$ cat src/rtl/wdog_pkg.sv
package wdog_pkg;

  typedef enum logic [1:0] {
    REG_KEY    = 2'd0,
    REG_COUNT  = 2'd1,
    REG_ENABLE = 2'd2,
    REG_NONE   = 2'd3
  } wdogReg_e;

  typedef struct packed {
    logic loadCount;
    logic loadEnable;
  } wdogStrobe_t;

  localparam int EN_COUNT_BIT = 0;
  localparam int EN_RESET_BIT = 1;

endpackage

$ cat src/rtl/wdog_ctrl.sv
module wdog_ctrl
  import wdog_pkg::*;
#(
  parameter int          DATA_W  = 32,
  parameter logic [31:0] KEY_VAL = 32'h0000482E
) (
  input  logic              clk,
  input  logic              rstN,
  input  logic              wrEn,
  input  logic [1:0]        wrAddr,
  input  logic [DATA_W-1:0] wrData,
  output logic [DATA_W-1:0] keyVal,
  output logic              unlocked,
  output wdogStrobe_t       strb
);

  localparam logic [DATA_W-1:0] KEY_W = DATA_W'(KEY_VAL);

  logic [DATA_W-1:0] keyQ;
  logic              keyHit;

  always_ff @(posedge clk or negedge rstN) begin
    if (!rstN) begin
      keyQ <= '0;
    end else if (wrEn && wrAddr == REG_KEY) begin
      keyQ <= wrData;
    end
  end

  assign keyHit   = (keyQ == KEY_W);
  assign unlocked = keyHit;
  assign keyVal   = keyQ;

  always_comb begin
    strb            = '0;
    strb.loadCount  = wrEn && (wrAddr == REG_COUNT)  && keyHit;
    strb.loadEnable = wrEn && (wrAddr == REG_ENABLE) && keyHit;
  end


  key_relock_chk: assert property (@(posedge clk) disable iff (!rstN)
    (wrEn && wrAddr == REG_KEY && wrData != KEY_W) |=> !unlocked);


  key_unlock_chk: assert property (@(posedge clk) disable iff (!rstN)
    (wrEn && wrAddr == REG_KEY && wrData == KEY_W) |=> unlocked);

endmodule

$ cat src/rtl/wdog_datapath.sv
module wdog_datapath
  import wdog_pkg::*;
#(
  parameter int CNT_W     = 32,
  parameter int PULSE_LEN = 4
) (
  input  logic             clk,
  input  logic             rstN,
  input  wdogStrobe_t      strb,
  input  logic [CNT_W-1:0] loadVal,
  output logic [CNT_W-1:0] countVal,
  output logic             cntEn,
  output logic             rstEn,
  output logic             sysResetReq
);

  localparam int PULSE_W = $clog2(PULSE_LEN + 1);

  logic [CNT_W-1:0]   countQ;
  logic               cntEnQ, rstEnQ;
  logic               expired, expiredQ, fire;
  logic [PULSE_W-1:0] pulseQ;

  always_ff @(posedge clk or negedge rstN) begin
    if (!rstN) begin
      countQ <= '1;
    end else if (strb.loadCount) begin
      countQ <= loadVal;
    end else if (cntEnQ && countQ != '0) begin
      countQ <= countQ - 1'b1;
    end
  end

  always_ff @(posedge clk or negedge rstN) begin
    if (!rstN) begin
      cntEnQ <= 1'b0;
      rstEnQ <= 1'b0;
    end else if (strb.loadEnable) begin
      cntEnQ <= loadVal[EN_COUNT_BIT];
      rstEnQ <= loadVal[EN_RESET_BIT];
    end
  end

  assign expired = cntEnQ && rstEnQ && (countQ == '0);
  assign fire    = expired && !expiredQ;

  always_ff @(posedge clk or negedge rstN) begin
    if (!rstN) begin
      expiredQ <= 1'b0;
      pulseQ   <= '0;
    end else begin
      expiredQ <= expired;
      if (fire) begin
        pulseQ <= PULSE_W'(PULSE_LEN);
      end else if (pulseQ != '0) begin
        pulseQ <= pulseQ - 1'b1;
      end
    end
  end

  assign sysResetReq = (pulseQ != '0);
  assign countVal    = countQ;
  assign cntEn       = cntEnQ;
  assign rstEn       = rstEnQ;


  count_step_chk: assert property (@(posedge clk) disable iff (!rstN)
    (cntEnQ && countQ != '0 && !strb.loadCount) |=> countQ == $past(countQ) - 1'b1);


  count_hold_chk: assert property (@(posedge clk) disable iff (!rstN)
    (!cntEnQ && !strb.loadCount) |=> $stable(countQ));


  load_prio_chk: assert property (@(posedge clk) disable iff (!rstN)
    strb.loadCount |=> countQ == $past(loadVal));


  pulse_start_chk: assert property (@(posedge clk) disable iff (!rstN)
    fire |=> sysResetReq);


  reset_cause_chk: assert property (@(posedge clk) disable iff (!rstN)
    $rose(sysResetReq) |-> $past(expired));

endmodule

$ cat src/rtl/wdog_keyed_reset.sv
module wdog_keyed_reset
  import wdog_pkg::*;
#(
  parameter int          DATA_W    = 32,
  parameter int          CNT_W     = 32,
  parameter logic [31:0] KEY_VAL   = 32'h0000482E,
  parameter int          PULSE_LEN = 4
) (
  input  logic              clk,
  input  logic              rstN,
  input  logic              wrEn,
  input  logic [1:0]        wrAddr,
  input  logic [DATA_W-1:0] wrData,
  input  logic [1:0]        rdAddr,
  output logic [DATA_W-1:0] rdData,
  output logic              sysResetReq
);

  wdogStrobe_t       strb;
  logic [DATA_W-1:0] keyVal;
  logic              unlocked;
  logic [CNT_W-1:0]  countVal;
  logic              cntEn, rstEn;

  wdog_ctrl #(.DATA_W(DATA_W), .KEY_VAL(KEY_VAL)) i_ctrl (
    .clk(clk), .rstN(rstN), .wrEn(wrEn), .wrAddr(wrAddr), .wrData(wrData),
    .keyVal(keyVal), .unlocked(unlocked), .strb(strb)
  );

  wdog_datapath #(.CNT_W(CNT_W), .PULSE_LEN(PULSE_LEN)) i_datapath (
    .clk(clk), .rstN(rstN), .strb(strb), .loadVal(wrData[CNT_W-1:0]),
    .countVal(countVal), .cntEn(cntEn), .rstEn(rstEn), .sysResetReq(sysResetReq)
  );

  always_comb begin
    rdData = '0;
    case (rdAddr)
      REG_KEY:    rdData = keyVal;
      REG_COUNT:  rdData = DATA_W'(countVal);
      REG_ENABLE: begin
        rdData[EN_COUNT_BIT] = cntEn;
        rdData[EN_RESET_BIT] = rstEn;
      end
      default:    rdData = '0;
    endcase
  end


  locked_enable_chk: assert property (@(posedge clk) disable iff (!rstN)
    !unlocked |=> ($stable(cntEn) && $stable(rstEn)));

endmodule

$ cat config.mk
export PLATFORM = sky130hd
export DESIGN_NAME = wdog_keyed_reset
export DESIGN_NICKNAME = d
export VERILOG_FILES = /design/src/rtl/wdog_pkg.sv /design/src/rtl/wdog_ctrl.sv /design/src/rtl/wdog_datapath.sv /design/src/rtl/wdog_keyed_reset.sv
export SDC_FILE = /design/constraint.sdc
export NUM_CORES = 1
export LEC_CHECK = 0
export ABC_AREA = 1
export BUFFER_PORTS_ARGS = -buffer_cell sky130_fd_sc_hd__buf_2
export CORE_MARGIN = 2
export CORE_UTILIZATION = 45
export DETAILED_ROUTE_END_ITERATION = 8
export GPL_TIMING_DRIVEN = 0
export PLACE_DENSITY_LB_ADDON = 0.25
export SYNTH_ARGS = -nofsm -noshare
export SYNTH_HDL_FRONTEND = slang
export SYNTH_HIERARCHICAL = 1
export SYNTH_SLANG_ARGS = --single-unit
export TNS_END_PERCENT = 10
$ cat constraint.sdc
create_clock -name clk -period 2.5 [get_ports clk]
set_clock_uncertainty 0.1 [all_clocks]
set_input_delay 0.375 -clock clk [delete_from_list [all_inputs] [get_ports clk]]
set_output_delay 0.375 -clock clk [all_outputs]
set_load 0.02 [all_outputs]
# Yosys cells after proc, flatten, opt, wreduce, memory -nomap -nowiden
# Index checks and enable logic that the tools add are counted.
# classes
n_addsub	2
n_mux	6
reduce_logical	17
eq_ne	5
# op_table
op	count
2-to-1 mux 32 bit	2
case mux 30 bit (2 select lines)	1
equality test 32 x 15 -> 1 bit, second input constant	1
logical NOT 32 bit	1
nonzero test 32 bit	1
subtractor 32 x 1 -> 32 bit, second input constant	1
logical AND 1 bit	9
2-to-1 mux 3 bit	2
case mux 2 bit (3 select lines)	1
equality test 2 x 1 -> 1 bit, second input constant	2
equality test 2 bit, second input constant	2
logical NOT 2 bit	2
nonzero test 2 bit	2
nonzero test 3 bit	1
subtractor 3 x 1 -> 3 bit, second input constant	1
logical NOT 1 bit	1
# word_totals
wordCells	36
ff_bits	70
out_inout_bits	33
input_bits	39

# Logic depth before layout (Yosys ltp)
# depth
depth_word	4
depth_mapped	13

# Hierarchy
# Netlist, hierarchy kept.
# by_module_without_submodules
module	cells_per_inst	seq_area_each_um2	area_each_um2	n_inst
wdog_datapath	422	991.0	2825.2	1
wdog_ctrl	162	800.8	1491.4	1
wdog_keyed_reset	111	0.0	525.5	1

# Least setup slack after synthesis
# Ideal clock, no wire load.
# synth_path
kind	reg-to-reg
start	reg i_datapath.countQ[0], in the netlist i_datapath/countVal[0]
end	reg i_datapath.countQ[18], in the netlist i_datapath/countVal[18]
stages_incl_launch_ff	12
arrival_ns	1.657
setup_time_ns	0.083
required_time_ns	2.317
synth_period_minus_slack_ns	1.840
slack_ns	0.660
cell_sequence	dfstp_2 inv_1 ha_1 nand2_2 nor2_8 nand2_4 nor2_2 nor2_2 nor2_4 buf_4 nand2_1 nand3_1
# synth_via
elab_chain_cells	3
word_cells_on_any_way	6
cone_classes	add/sub (1); mux (2); reduce/logical (3)
# synth_rtl
element	line_no	text
start: declaration	wdog_datapath.sv:19	logic [CNT_W-1:0] countQ;
start signal: assignment	wdog_datapath.sv:28	countQ <= loadVal;
start signal: assignment	wdog_datapath.sv:30	countQ <= countQ - 1'b1;
subtractor 32 x 1 -> 32 bit or nonzero test 32 bit (tied branches)	wdog_datapath.sv:30, wdog_datapath.sv:29	
2-to-1 mux 32 bit or logical AND 1 bit (tied branches)	wdog_datapath.sv:29	end else if (cntEnQ && countQ != '0) begin
2-to-1 mux 32 bit or nonzero test 2 bit (tied branches)	n/a	
# Several ways; a longest one is shown, not always the timed one. The select of a mux whose other input is x is not followed.
# A chain may end at the register's enable or synchronous reset.

==> results_dict.tcl <==
set metrics [dict create \
    status "complete, no violations" \
    fin_crit_ns 2.279 \
    cp_common_cell "nand2_1" \
    clock_sinks 70 \
    grt_max_degree 71 \
    worst-path-max-fanout 10 \
    htree_levels 3 \
    p_leak_nw 2.925 \
    max-slew-margin-rel_pct 65.48 \
    syn-num-nets 736 \
    crit_path_cell_trace "inv_1 -> nand2_1 -> nor2_1 -> nand2_1 -> nor2_1 -> nand2_1 -> nor2_1 -> clkinv_1 -> clkbuf_2 -> o21ai_0 -> nand2_1 -> nand2_1 -> o21ai_2" \
    crit_family "simple AND/OR/NAND/NOR gates" \
    slowest_delay_ns 0.38 \
    power_per_cell_area_nw_per_um2 926.5 \
    setup_viol 0 \
    p_comb_share_pct 44.8 \
    antenna_cells 0 \
    final_cell_mix "nand2_1 (245), nor2_1 (93), nand3_1 (79)" \
    critical_path_buf_inv_count 3 \
    cell_internal_pwr_mw 2.861 \
    grt_pass1_wl_um 23000 \
    wl_per_cell_um 15.42 \
    ir_drop_mv 0.3813 \
    finalHoldViolCount 0 \
    cts_tree "done" \
    dieArea_um2 11600 \
    detail-route-antenna-nets 0 \
    syn-cell-area_um2 4838 \
    rows 37 \
    rsz0062_at_grt "no" \
    drive_above_1_share_pct 25.58 \
    critPathRequiredTime_ns 2.69 \
    initial_core_util_pct 46.66 \
    area_delta_synth_final_pct 15.41 \
    die_h_um 107.7 \
    syn_area_per_cell_um2 6.972 \
    p_switching_mw 2.312 \
    drv_cap 0 \
    pwr-share-seq_pct 38.2 \
    cp-start-kind "register" \
    path_class "reg -> reg" \
    path_clk_slew_ns 0.08 \
    fin_nets 819 \
    min_path_type "in -> reg" \
    root_buffer "clkbuf_8" \
    synthCells 694 \
    grtUsageTotal_pct 25.73 \
    cp_slowest_cell "dfrtp_1" \
    vias_per_cell 5.097 \
    clock_power_share_pct 17.0 \
    slew_violations 0 \
    port_buffers 70 \
    swShare_pct 44.69 \
    worst_pin_slew_ns 0.5178 \
    finalCritPeriodShare_pct 91.14 \
    gp_congestion 0.9400 \
    postRouteWirelength_um 14150 \
    first_pass_iters 5 \
    grt_pass1_vias 4612 \
    vias 4679 \
    core-area_um2 10370 \
    remaining_drc_errors 0 \
    clock_path_buffers 2 \
    chipWidth_um 107.7 \
    fin_tns_setup_ns 0 \
    numCtsBuffers 9 \
    ioPinCount 72 \
    gr-total-overflow 0 \
    fin_total_pwr_mw 5.174 \
    end_kind "register" \
    hpwlAfterDp_um 10550 \
    ys_warn_count 6 \
    fmax_mhz 438.9 \
    layout_commonest_cell "nand2_1" \
    drt_iter0_drc 360 \
    grt_antenna_before_repair 0 \
    worstPathArrival_ns 2.47 \
    clk_latency_ns 0.36 \
]
## metrics by stage
step / instances / util (%) / setup slack [ns] / hold WS, ns / instance area, µm²
after floorplan: 694 / - / 0.6602 / -0.02059 / 4838
after global placement: 900 / 51.68 / 0.2033 / 0.3976 / 5359
after detailed placement: 901 / 51.97 / 0.1776 / 0.3175 / 5389
after CTS: 918 / 53.81 / 0.1472 / 0.1410 / 5580
after global routing: 918 / 53.85 / 0.07841 / 0.1403 / 5584
final: 918 / 53.85 / 0.2215 / 0.1492 / 5584
## registers in the layout (all words and copies together) (netlist names)
register	count
i_ctrl/keyVal	32
i_datapath/rstEn	1
i_datapath/pulseQ	3
i_datapath/cntEn	1
i_datapath/expiredQ	1
i_datapath/countVal	32
## metal layers
layer  wire length [µm]  GRT usage (%)  up-vias
met2               6651          41.96      129
met1               6472          34.16     2180
met5                  0              0        -
met3                703          4.661       21
li1                   -              -     2349
met4                325          9.158        0
## repair_timing
item                                   4_1_cts  5_1_grt
resized for setup                            0        6
endpoints found under the hold margin       38        0
hold buffers                                 1        0
setup endpoints to repair                    0       10
setup buffers                                0        0
## area by class of cell
type / instances / area (µm²)
plain buffers: 26 / 209.0
clock buffers: 15 / 176.4
clock inverters: 1 / 5.005
fillers: 1041 / 4786
inverters: 72 / 270.3
multi-input cells: 526 / 2571
flip-flops and latches: 70 / 1792
well taps: 136 / 170.2
repair buffers: 72 / 390.4
## worst min-delay path, delay by kind of cell
kind / cells / cell delay [ns]
buf+inv: 1 / 0.10
simple gates: 2 / 0.12
## final timing paths
path / to / depth (start not counted) / start / slack [ns]
setup / recovery: i_datapath/countVal[2] / 13 / i_ctrl/keyVal[6] / 0.22
hold / removal: i_datapath/countVal[21] / 3 / wrData[21] / 0.15
setup reg to reg: i_datapath/countVal[2] / 13 / i_ctrl/keyVal[6] / 0.22
hold reg to reg: i_datapath/countVal[26] / 2 / i_datapath/countVal[26] / 0.41
max in group asynchronous: i_datapath/countVal[29] / 3 / rstN / 1.49
min in group asynchronous: i_ctrl/keyVal[6] / 3 / rstN / 0.47
## power groups by stage
stage / combinational [mW] / clock (mW) / sequential [mW]
4_1_cts: 2.30 / 0.901 / 1.97
3_3_place_gp: 2.22 / 0 / 1.97
3_5_place_dp: 2.29 / 0 / 1.99
5_1_grt: 2.65 / 0.953 / 2.03
2_1_floorplan: 1.78 / 0 / 1.88
6_report: 2.32 / 0.880 / 1.97
Power figures use the tool's default switching activity.
